$ cat src/rtl/mc_storage_pkg.sv
package mc_storage_pkg;

  typedef enum logic [1:0] {
    MODE_DREG     = 2'd0,
    MODE_TREG     = 2'd1,
    MODE_LATCH    = 2'd2,
    MODE_DREG_ALT = 2'd3
  } cell_mode_e;

  typedef struct packed {
    cell_mode_e mode;
    logic       en_inv;
    logic       din_inv;
    logic       async_clk;
    logic       init_one;
  } cell_cfg_t;

endpackage

$ cat src/rtl/mc_clock_select.sv
module mc_clock_select #(
  parameter int NUM_BCLK = 4,
  localparam int SEL_W = (NUM_BCLK > 1) ? $clog2(NUM_BCLK) : 1
) (
  input  logic                clk,
  input  logic                rst_n,
  input  logic [NUM_BCLK-1:0] bclk,
  input  logic                pt_clk,
  input  logic                async_clk,
  input  logic [SEL_W-1:0]    bclk_sel,
  input  logic                en_inv,
  output logic                en_level,
  output logic                rise
);

  logic [NUM_BCLK-1:0] pick;
  logic                bclk_mux;
  logic                src;
  logic                pol_q;
  logic                prev_q;

  // One-hot gating of the shared clocks by the select index
  generate
    for (genvar i = 0; i < NUM_BCLK; i++) begin : g_pick
      assign pick[i] = bclk[i] & (bclk_sel == SEL_W'(i));
    end
  endgenerate

  assign bclk_mux = |pick;
  assign src      = async_clk ? pt_clk : bclk_mux;

  // Both stages reset high so no edge is seen until a genuine 0->1
  always_ff @(posedge clk) begin
    if (!rst_n) begin
      pol_q  <= 1'b1;
      prev_q <= 1'b1;
    end else begin
      pol_q  <= src ^ en_inv;
      prev_q <= pol_q;
    end
  end

  assign en_level = pol_q;
  assign rise     = pol_q & ~prev_q;

  AST_EDGE_SINGLE: assert property (@(posedge clk) disable iff (!rst_n)
    rise |=> !rise);

endmodule

$ cat src/rtl/mc_input_stage.sv
module mc_input_stage (
  input  logic clk,
  input  logic rst_n,
  input  logic data_term,
  input  logic xor_term,
  input  logic din_inv,
  input  logic rst_term,
  input  logic pst_term,
  output logic eff_s,
  output logic clr_s,
  output logic pre_s
);

  always_ff @(posedge clk) begin
    if (!rst_n) begin
      eff_s <= 1'b0;
      clr_s <= 1'b0;
      pre_s <= 1'b0;
    end else begin
      eff_s <= data_term ^ xor_term ^ din_inv;
      clr_s <= rst_term;
      pre_s <= pst_term;
    end
  end

endmodule

$ cat src/rtl/mc_storage_core.sv
module mc_storage_core
  import mc_storage_pkg::*;
(
  input  logic       clk,
  input  logic       rst_n,
  input  cell_mode_e mode,
  input  logic       init_one,
  input  logic       rise,
  input  logic       en_level,
  input  logic       eff,
  input  logic       clr,
  input  logic       pre,
  output logic       q
);

  logic is_treg;
  logic is_latch;
  logic q_next;

  assign is_treg  = (mode == MODE_TREG);
  assign is_latch = (mode == MODE_LATCH);

  always_comb begin
    q_next = q;
    if (clr) begin
      q_next = 1'b0;
    end else if (pre) begin
      q_next = 1'b1;
    end else if (is_latch) begin
      if (!en_level) q_next = eff;
    end else if (rise) begin
      q_next = is_treg ? (q ^ eff) : eff;
    end
  end

  always_ff @(posedge clk) begin
    if (!rst_n) q <= init_one;
    else        q <= q_next;
  end

  AST_RESET_WINS: assert property (@(posedge clk) disable iff (!rst_n)
    clr |=> !q);
  AST_PRESET_SETS: assert property (@(posedge clk) disable iff (!rst_n)
    (pre && !clr) |=> q);
  AST_REG_HOLD: assert property (@(posedge clk) disable iff (!rst_n)
    (!is_latch && !rise && !clr && !pre) |=> $stable(q));
  AST_TOGGLE: assert property (@(posedge clk) disable iff (!rst_n)
    (is_treg && rise && eff && !clr && !pre) |=> (q != $past(q)));
  AST_LATCH_HOLD: assert property (@(posedge clk) disable iff (!rst_n)
    (is_latch && en_level && !clr && !pre) |=> $stable(q));
  AST_LATCH_FOLLOW: assert property (@(posedge clk) disable iff (!rst_n)
    (is_latch && !en_level && !clr && !pre) |=> (q == $past(eff)));

endmodule

$ cat src/rtl/mc_storage_cell.sv
module mc_storage_cell
  import mc_storage_pkg::*;
#(
  parameter int NUM_BCLK = 4,
  localparam int SEL_W = (NUM_BCLK > 1) ? $clog2(NUM_BCLK) : 1
) (
  input  logic                clk,
  input  logic                rst_n,
  input  logic                data_term,
  input  logic                xor_term,
  input  logic [NUM_BCLK-1:0] bclk,
  input  logic                pt_clk,
  input  logic                rst_term,
  input  logic                pst_term,
  input  logic [1:0]          cfg_mode,
  input  logic                cfg_en_inv,
  input  logic                cfg_din_inv,
  input  logic                cfg_async_clk,
  input  logic [SEL_W-1:0]    cfg_bclk_sel,
  input  logic                cfg_init_one,
  output logic                q
);

  cell_cfg_t        cfg_q;
  logic [SEL_W-1:0] sel_q;
  logic             en_level;
  logic             rise;
  logic             eff_s;
  logic             clr_s;
  logic             pre_s;

  // Configuration is captured only while power-on reset is held
  always_ff @(posedge clk) begin
    if (!rst_n) begin
      cfg_q.mode      <= cell_mode_e'(cfg_mode);
      cfg_q.en_inv    <= cfg_en_inv;
      cfg_q.din_inv   <= cfg_din_inv;
      cfg_q.async_clk <= cfg_async_clk;
      cfg_q.init_one  <= cfg_init_one;
      sel_q           <= cfg_bclk_sel;
    end
  end

  mc_clock_select #(.NUM_BCLK(NUM_BCLK)) u_clk_sel (
    .clk       (clk),
    .rst_n     (rst_n),
    .bclk      (bclk),
    .pt_clk    (pt_clk),
    .async_clk (cfg_q.async_clk),
    .bclk_sel  (sel_q),
    .en_inv    (cfg_q.en_inv),
    .en_level  (en_level),
    .rise      (rise)
  );

  mc_input_stage u_in (
    .clk       (clk),
    .rst_n     (rst_n),
    .data_term (data_term),
    .xor_term  (xor_term),
    .din_inv   (cfg_q.din_inv),
    .rst_term  (rst_term),
    .pst_term  (pst_term),
    .eff_s     (eff_s),
    .clr_s     (clr_s),
    .pre_s     (pre_s)
  );

  // The reset value of Q comes straight from the port: in the cycle the
  // power-on reset is sampled, the captured copy is not loaded yet.
  mc_storage_core u_core (
    .clk      (clk),
    .rst_n    (rst_n),
    .mode     (cfg_q.mode),
    .init_one (cfg_init_one),
    .rise     (rise),
    .en_level (en_level),
    .eff      (eff_s),
    .clr      (clr_s),
    .pre      (pre_s),
    .q        (q)
  );

  AST_CFG_FROZEN: assert property (@(posedge clk) disable iff (!rst_n)
    rst_n |=> ($stable(cfg_q) && $stable(sel_q)));

endmodule

$ cat config.mk
export PLATFORM = sky130hd
export DESIGN_NAME = mc_storage_cell
export DESIGN_NICKNAME = d
export VERILOG_FILES = /design/src/rtl/mc_storage_pkg.sv /design/src/rtl/mc_clock_select.sv /design/src/rtl/mc_input_stage.sv /design/src/rtl/mc_storage_core.sv /design/src/rtl/mc_storage_cell.sv
export SDC_FILE = /design/constraint.sdc
export NUM_CORES = 1
export LEC_CHECK = 0
export ABC_AREA = 0
export BUFFER_PORTS_ARGS = -buffer_cell sky130_fd_sc_hd__buf_4
export CORE_ASPECT_RATIO = 0.75
export CORE_MARGIN = 5
export CORE_UTILIZATION = 30
export DETAILED_ROUTE_END_ITERATION = 10
export PLACE_DENSITY_LB_ADDON = 0.2
export REMOVE_ABC_BUFFERS = 1
export SLEW_MARGIN = 30
export SYNTH_ARGS = -nofsm -noshare
export SYNTH_HDL_FRONTEND = slang
export SYNTH_HIERARCHICAL = 1
export SYNTH_SLANG_ARGS = --single-unit
$ cat constraint.sdc
create_clock -name clk -period 3.35 [get_ports clk]
set_input_delay 0.1675 -clock clk [delete_from_list [all_inputs] [get_ports clk]]
set_output_delay 0.1675 -clock clk [all_outputs]
set_load 0.03 [all_outputs]
After elaboration in Yosys (flattened, before gate mapping)
Index checks and enable logic that the tools add are counted.
- register bits: 13
- bits in latches: 0
- memory bits (read-only): 0
- bits in writable memories: 0
- word-level logic and storage cells: 39
- input port bits: 19
- output and inout port bits: 1
- memories: 0
- $add $sub $neg: 0
- div/mod/pow operators: 0
- reductions and logical operators: 3
- bitwise gates (word level): 10
- equal/unequal tests: 7
- shifts and indexed selects: 0
- order comparisons: 0
- multiplexer cells: 8
- $mul: 0
- operator list (kind ; count):
    1-bit two-way mux ; 8
    2-bit == test (second input constant) ; 3
    1-bit bitwise AND ; 5
    5-bit by 1-bit inequality test with 1-bit output (second input constant) ; 1
    5-bit inequality test (second input constant) ; 1
    2-bit by 1-bit == test with 1-bit output (second input constant) ; 2
    4-bit OR reduction ; 1
    1-bit bitwise XOR ; 4
    2-bit zero test ; 1
    2-bit AND reduction ; 1
    1-bit inverter ; 1

Logic depth before layout (Yosys ltp)
Gate-level depths: netlist (run 1).
- depth after elaboration: 7
- mapped depth: 3

Modules after synthesis
Netlist (run 1), hierarchy kept.
- by module, submodules not included (module ; area an instance (sq um) ; instances ; cells each):
    mc_storage_cell ; 214.0 ; 1 ; 8
    mc_clock_select ; 147.6 ; 1 ; 17
    mc_input_stage ; 103.8 ; 1 ; 7
    mc_storage_core ; 95.1 ; 1 ; 12

Worst setup path before layout (run 1)
OpenSTA, ideal clock, no wires.
- path type: register to register
- start: reg sel_q[0]
- end: reg u_clk_sel.pol_q (netlist: u_clk_sel/en_level)
- setup time: 0.135 ns
- arrival: 1.015 ns
- required time: 3.215 ns
- period minus slack after synthesis: 1.150 ns
- stages on the path, launching flop included: 4
- slack: 2.200 ns
- cells stage by stage: edfxtp_1 > mux2i_1 > a2111oi_0 > nor4bb_1
- cells in the longest elaborated chain, start to end: 5
- elaborated cells between the ends (all ways): 11
- ends and longest elaborated chain (element ; line ; text):
    start: declaration ; mc_storage_cell.sv:25 ; logic [SEL_W-1:0] sel_q;
    start signal: assignment ; mc_storage_cell.sv:40 ; sel_q <= cfg_bclk_sel;
    2-bit by 1-bit == test with 1-bit output (tied with other cells) ; mc_clock_select.sv:25 ; assign pick[i] = bclk[i] & (bclk_sel == SEL_W'(i));
    1-bit bitwise AND ; mc_clock_select.sv:25 ;
    4-bit OR reduction (*) ; mc_clock_select.sv:29 ; assign bclk_mux = |pick;
    1-bit two-way mux (*) ; mc_clock_select.sv:30 ; assign src = async_clk ? pt_clk : bclk_mux;
    1-bit bitwise XOR (*) ; mc_clock_select.sv:38 ; pol_q <= src ^ en_inv;
    end signal: assignment ; mc_clock_select.sv:38 ;
    end: declaration ; mc_clock_select.sv:19 ; logic pol_q;
Every way passes the cells marked *; elsewhere a longest branch is shown, timed or not.
A chain may end at the register's enable or synchronous reset.

Worst setup path after layout (run 1)
Same ends and word-level chain as after synthesis.

==> results of run 1 <==
==> layout by cell type (no fill, tap or decap), types with 2 or more instances in the layout <==
cell type	n
buf_4	19
edfxtp_1	8
dfxtp_1	5
nor2b_1	4
clkbuf_4	3
nand2_1	3
inv_1	2
mux2i_1	2
a2111oi_0	2
o21ai_0	2
nor3b_1	2
and2_1	2
==> worst register-to-register path: cells and delay by family (launching register included) <==
family             cells  cell delay [ns]
AOI/OAI and AO/OA      1             0.48
DFF                    1             0.42
and+or+nand+nor        1             0.12
muxes                  1             0.17
==> cell usage after synthesis (all sizes together) <==
library cell / n
inv: 2
nor4b: 1
and2: 2
a211oi: 1
nor2: 1
nand2b: 1
o21ai: 2
nand2: 3
xnor3: 1
nand3b: 1
o311ai: 1
mux2i: 2
edfxtp: 8
nor3: 1
nor3b: 2
nor2b: 5
a2111oi: 2
nand3: 1
a22oi: 1
dfxtp: 5
nor4bb: 1
==> registers in the layout, summed over array words and instances, names as in the netlist <==
register,flops
sel_q,2
u_in/pre_s,1
u_clk_sel/prev_q,1
u_in/clr_s,1
u_clk_sel/en_level,1
cfg_q,5
u_in/eff_s,1
u_core/q,1
==> cell type report <==
class                   count  area (um^2)  share of cell area
multi-input cells          29        212.7              0.2805
clock buffers               3        22.52             0.02970
repair buffers             19        142.6              0.1881
flip-flops and latches     13        340.3              0.4488
clock inverters             1        5.005            0.006601
inverters                   2        7.507            0.009901
well taps                  22        27.53             0.03630
==> worst paths after layout <==
| path | depth (start not counted) | slack, ns | endpoint |
|---|---|---|---|
| worst min-delay path | 1 | 0.06 | sel_q[1]$_DFFE_PN_ |
| worst max register to register | 3 | 2.03 | u_clk_sel/en_level$_SDFF_PN1_ |
| worst max-delay path | 3 | 2.03 | u_clk_sel/en_level$_SDFF_PN1_ |
| worst min register to register | 1 | 0.47 | u_clk_sel/prev_q$_SDFF_PN1_ |
==> stage by stage <==
step             util   power, W  hold WS [ns]
6_report       0.4316  0.0003384       0.06378
5_1_grt        0.4316  0.0003617       0.04135
2_1_floorplan       -  0.0002216        0.2406
3_5_place_dp   0.4160  0.0002471        0.3470
4_1_cts        0.4316  0.0003447       0.05278
3_3_place_gp   0.4160  0.0002461        0.3459
==> layer usage <==
| metal | vias to the layer above | wire, um | share of wire |
|---|---|---|---|
| met4 | 0 | 0 | 0 |
| met5 | - | 0 | 0 |
| met1 | 175 | 470 | 0.47 |
| met2 | 9 | 474 | 0.47 |
| met3 | 0 | 60 | 0.060 |
| li1 | 212 | - | - |
==> kinds of logic (layout without fill, tap and decap cells) <==
| family | after synthesis | count (layout) | share of synthesized area |
|---|---|---|---|
| simple gates | 19 | 19 | 0.2120 |
| mux | 2 | 2 | 0.03572 |
| flops | 13 | 13 | 0.6071 |
| buf+inv | 2 | 25 | 0.01340 |
| xor+xnor | 1 | 1 | 0.04018 |
| compound gates | 7 | 7 | 0.09154 |
==> power groups by stage <==
stage               combinational [W]  sequential (W)  clock (W)
finish                      0.0000494        0.000194  0.0000952
global route                0.0000545        0.000196   0.000111
CTS                         0.0000497        0.000194   0.000101
detailed placement          0.0000494        0.000198          0
global placement            0.0000486        0.000198          0
floorplan                   0.0000224        0.000199          0
==> results.py, run 1 <==
metrics = {
    "routing": {
        "drt_iter0_markers": 9,
        "remaining_drc_errors": 0,
        "postRouteWirelength_um": 1005,
        "drt-pass1-iter-count": 4,
        "detailroute.via_count": 396,
        "drt_antenna_net_count": 0,
        "wl_per_cell_um": 11.29,
        "detail_route.vias_per_cell": 4.449,
    },
    "run": {
        "max_cap_violations": 0,
    },
    "clock_tree": {
        "ctsRootBufferMaster": "clkbuf_4",
        "postCtsHoldBufs": 0,
        "clkLatencyLatePin_ns": 0.27,
        "cts_setup_buffers": 0,
        "cts_inserted_buffers": 3,
        "worst_setup_hold_path_clk_slew_ns": 0.08,
        "cts_tree": "done",
        "cts_resized": 0,
        "cts_max_level": 1,
        "clock-sinks": 13,
        "maximum_buffer_depth_of_the_clock_tree": 2,
    },
    "critical_path": {
        "worstSetupPathType": "flip-flop to flip-flop",
        "r2r-start": "sel_q[0]$_DFFE_PN_",
        "worst-endpoint-required_ns": 3.49,
        "critical_path.n_buffers_inverters": 0,
        "worst-path-max-fanout": 3,
        "start_kind": "flip-flop",
        "cpMaxStageDelayCell": "a2111oi_0",
        "max_stage_delay_ns": 0.48,
        "critical_path.endpoint_type": "flip-flop",
        "critical-path-top-delay-family": "compound AO/OA/AOI/OAI gates",
        "worst_setup_path_startpoint": "sel_q[0]$_DFFE_PN_",
        "worst-endpoint-arrival_ns": 1.46,
        "path_cells": "mux2i_1 -> a2111oi_0 -> nor4bb_1",
    },
    "place": {
        "dp_worst_setup_slack_ns": 2.051,
        "numPlacedInstances": 85,
        "portBuffers": 19,
        "hpwlAfterDp_um": 788.2,
        "finalWeightedCongestion": 0.7374,
        "area_of_placed_instances_um2": 730.7,
    },
    "global_routing": {
        "initial_antenna_violation_count": 0,
        "grt_pass1_vias": 429,
        "global_route.usage.met3": 0.04852,
        "grt_busiest_layer": "met2",
        "grt_total_usage": 0.08711,
        "grt_overflow_total": 0,
        "grtUsageMet1": 0.1008,
        "groute.layer.met2.usage": 0.1401,
        "grt_start_max_net_pins": 14,
        "wire_length_of_the_first_global_routing_pass_um": 1752,
    },
    "min_path": {
        "timing.hold.worst.start": "cfg_bclk_sel[1]",
        "hold_path_class": "input port to flip-flop",
    },
    "synth": {
        "netlist.area_leader.share": 0.4286,
        "post_synthesis_cell_type_count": 22,
        "synthesis.yosys.warnings": 6,
        "post_synthesis_instance_area_um2": 560.5,
        "netlist_top_cells_area": "edfxtp_1 (43%), dfxtp_1 (18%), nor2b_1 (4.5%)",
        "post_synth.cell_area_avg_um2": 12.74,
        "synth-seq-cells": 13,
        "syn_inst": 44,
        "yosys.area.top_type": "edfxtp_1",
        "ys_seq_area_frac": 0.6071,
    },
    "sta": {
        "final-max-slew-violation-count": 0,
        "grt_setup_unrepaired": "false",
        "finalHoldViolCount": 0,
        "postLayoutSetupSlackWorst_ns": 2.027,
        "worst_slew_pin_slew_ns": 0.4436,
        "maxSlewHeadroom": 0.6966,
        "setup_violators_final": 0,
        "final.period_utilization": 0.3948,
        "timing.clock.skew_ns": 0.005399,
        "period_needed_ns": 1.323,
        "fin_tns_setup_ns": 0,
        "max_freq_ghz": 0.7561,
    },
    "power_and_ir_drop": {
        "power_leakage_nw": 0.3114,
        "switching_share_of_total_power": 0.2333,
        "seq_power_share": 0.573,
        "internal_power_w": 0.0002594,
        "switching_power_summed_over_all_nets_w": 0.00007897,
        "peakVddDrop_v": 0.0002559,
        "pwr-share-clk": 0.281,
        "power_density_nw_per_um2": 446.3,
        "combPwrFrac": 0.146,
    },
    "finish": {
        "antenna_cells_inserted": 0,
        "areaGrowthSynthToFinish_pct": 35.27,
        "layout-drive-gt1-share": 0.3582,
        "finalInstanceArea_um2": 758.2,
        "num-nets-final": 87,
        "count_of_filler_cells_inserted_in_the_layout": 168,
        "post_layout_nonfiller_instances": 89,
    },
    "outcome": {
        "outcome": "finished clean",
    },
    "floorplan": {
        "core_footprint_um2": 1757,
        "boundaryPins": 20,
        "floorplan.die.height_um": 47.44,
        "die_w_um": 59.91,
        "initial_utilization": 0.3191,
        "die_area_um2": 2842,
        "fp-row-count": 13,
    },
}
Note: power is estimated with default switching activity, not from simulation.
==> run 2: changes to the inputs <==
==> constraint.sdc (replaced) <==
create_clock -name clk -period 1.1 [get_ports clk]
set_input_delay 0.055 -clock clk [delete_from_list [all_inputs] [get_ports clk]]
set_output_delay 0.055 -clock clk [all_outputs]
set_load 0.03 [all_outputs]
==> results.py, run 2 (synthesis gave the netlist of run 1 again) <==
metrics = {
    "critical_path": {
        "worstSetupPathType": "flip-flop to flip-flop",
        "path_cells": "nor2b_1 -> a2111oi_1 -> nor4bb_1",
        "worst-endpoint-required_ns": 1.25,
        "max_stage_delay_ns": 0.42,
        "critical_path.endpoint_type": "flip-flop",
        "worst-path-max-fanout": 3,
        "worst-endpoint-arrival_ns": 1.39,
        "reg2reg_setup_slack_ns": -0.14,
        "cpMaxStageDelayCell": "edfxtp_1",
        "start_kind": "flip-flop",
    },
    "clock_tree": {
        "worst_setup_hold_path_clk_slew_ns": 0.09,
        "cts_max_level": 1,
        "ctsRootBufferMaster": "clkbuf_4",
        "cts_tree": "done",
        "cts_setup_buffers": 0,
        "clock-sinks": 13,
        "cts_inserted_buffers": 3,
        "clkLatencyLatePin_ns": 0.28,
        "maximum_buffer_depth_of_the_clock_tree": 2,
    },
    "routing": {
        "drt_antenna_net_count": 0,
        "postRouteWirelength_um": 1156,
        "detailroute.via_count": 439,
        "detail_route.vias_per_cell": 4.434,
        "drt_iter0_markers": 7,
        "remaining_drc_errors": 0,
        "drt-pass1-iter-count": 4,
        "wl_per_cell_um": 11.68,
    },
    "finish": {
        "largest_register_by_flop_count": "cfg_q",
        "largestRegisters": "cfg_q (5), sel_q (2)",
        "most_frequent_standard_cell_in_the_layout_excluding_fill_and_tap_cells": "buf_4",
        "areaGrowthSynthToFinish_pct": 54.69,
        "finish.utilization": 0.4936,
        "antenna_cells_inserted": 0,
        "mostFrequentLayoutCells": "buf_4 (20), dlygate4sd3_1 (9), edfxtp_1 (8)",
        "largest_reg_flops": 5,
        "layout-drive-gt1-share": 0.3506,
        "num-nets-final": 97,
    },
    "sta": {
        "timing.clock.skew_ns": 0.005956,
        "worst_slew_pin_slew_ns": 0.3559,
        "period_needed_ns": 1.241,
        "max_freq_ghz": 0.8059,
        "postLayoutSetupSlackWorst_ns": -0.1409,
        "maxSlewHeadroom": 0.7622,
        "grt_setup_unrepaired": "true",
        "final.period_utilization": 1.128,
        "finalHoldViolCount": 0,
        "setup_violators_final": 1,
        "fin_tns_setup_ns": -0.1409,
        "final-max-slew-violation-count": 0,
    },
    "place": {
        "dp_worst_setup_slack_ns": -0.1679,
        "portBuffers": 19,
        "finalWeightedCongestion": 0.7298,
        "hpwlAfterDp_um": 866.8,
    },
    "global_routing": {
        "initial_antenna_violation_count": 0,
        "grt_overflow_total": 0,
        "grt_pass1_vias": 470,
        "wire_length_of_the_first_global_routing_pass_um": 1938,
        "grt_start_max_net_pins": 14,
        "grt_total_usage": 0.09651,
    },
    "floorplan": {
        "die_w_um": 59.91,
        "die_area_um2": 2842,
        "boundaryPins": 20,
        "core_footprint_um2": 1757,
        "initial_utilization": 0.3191,
        "fp-row-count": 13,
        "floorplan.die.height_um": 47.44,
    },
    "power_and_ir_drop": {
        "p_total_w": 0.001075,
        "power_density_nw_per_um2": 1239,
        "peakVddDrop_v": 0.0008860,
        "power_leakage_nw": 0.3527,
    },
    "run": {
        "max_cap_violations": 0,
    },
    "min_path": {
        "hold_path_class": "input port to flip-flop",
    },
    "outcome": {
        "violations_in_the_final_reports": "setup timing",
        "outcome": "finished, violations left",
    },
}
-- run 2: changes by cell type in the layout (fill, tap and decap cells not counted) --
cell           before  now
a2111oi_0           2    0
nor3_2              0    1
nor3_1              1    0
mux2i_2             0    1
mux2i_1             2    1
dlygate4sd3_1       0    9
buf_4              19   20
a2111oi_1           0    2
-- run 2: timing repair --
item / in CTS / in global routing
endpoints found under the setup margin: 1 / 2
hold buffers: 9 / 0
pin swaps: 2 / 1
hold endpoints to repair: 9 / 0
gates resized for setup: 2 / 2
-- run 2: layer usage --
metal  share of wire  track usage  up-vias  wire length, um
met1            0.43      0.09619      198              500
met5               0            0        -                0
met2            0.50       0.1810       10              580
met3           0.065      0.04852        0               75
met4               0      0.02655        0                0
li1                -            -      231                -
-- run 2: power breakdown --
part | internal (W) | switching (W)
Combinational | 0.000118 | 0.0000686
Clock | 0.000135 | 0.000162
Sequential | 0.000565 | 0.0000261
Total | 0.000818 | 0.000257
-- run 2: path summary, 6_finish.rpt --
check / start / end / cells past startpoint
worst max register to register: sel_q[1]$_DFFE_PN_ / u_clk_sel/en_level$_SDFF_PN1_ / 3
worst min-delay path: rst_n / u_clk_sel/prev_q$_SDFF_PN1_ / 2
worst max-delay path: sel_q[1]$_DFFE_PN_ / u_clk_sel/en_level$_SDFF_PN1_ / 3
worst min register to register: u_clk_sel/en_level$_SDFF_PN1_ / u_clk_sel/prev_q$_SDFF_PN1_ / 1
-- run 2: cell type report --
type	count	area (um^2)
Fill cell	167	889.6
Sequential cell	13	340.3
Timing Repair Buffer	29	240.2
Multi-Input combinational cell	29	224.0
Tap cell	22	27.53
Clock buffer	3	22.52
Inverter	2	7.507
Clock inverter	1	5.005
-- run 2: critical path, delay by kind of cell (launching register included) --
family / cells / cell delay (ns)
DFF: 1 / 0.42
AOI/OAI and AO/OA: 1 / 0.42
and+or+nand+nor: 2 / 0.28
-- run 2: per-stage QoR --
step,instances,hold WS [ns],area (um^2)
after floorplan,44,0.1281,560.5
after global placement,86,0.2336,738.2
after detailed placement,86,0.2350,738.2
after CTS,99,0.02081,858.3
after global routing,99,0.03329,867.1
final,99,0.02973,867.1
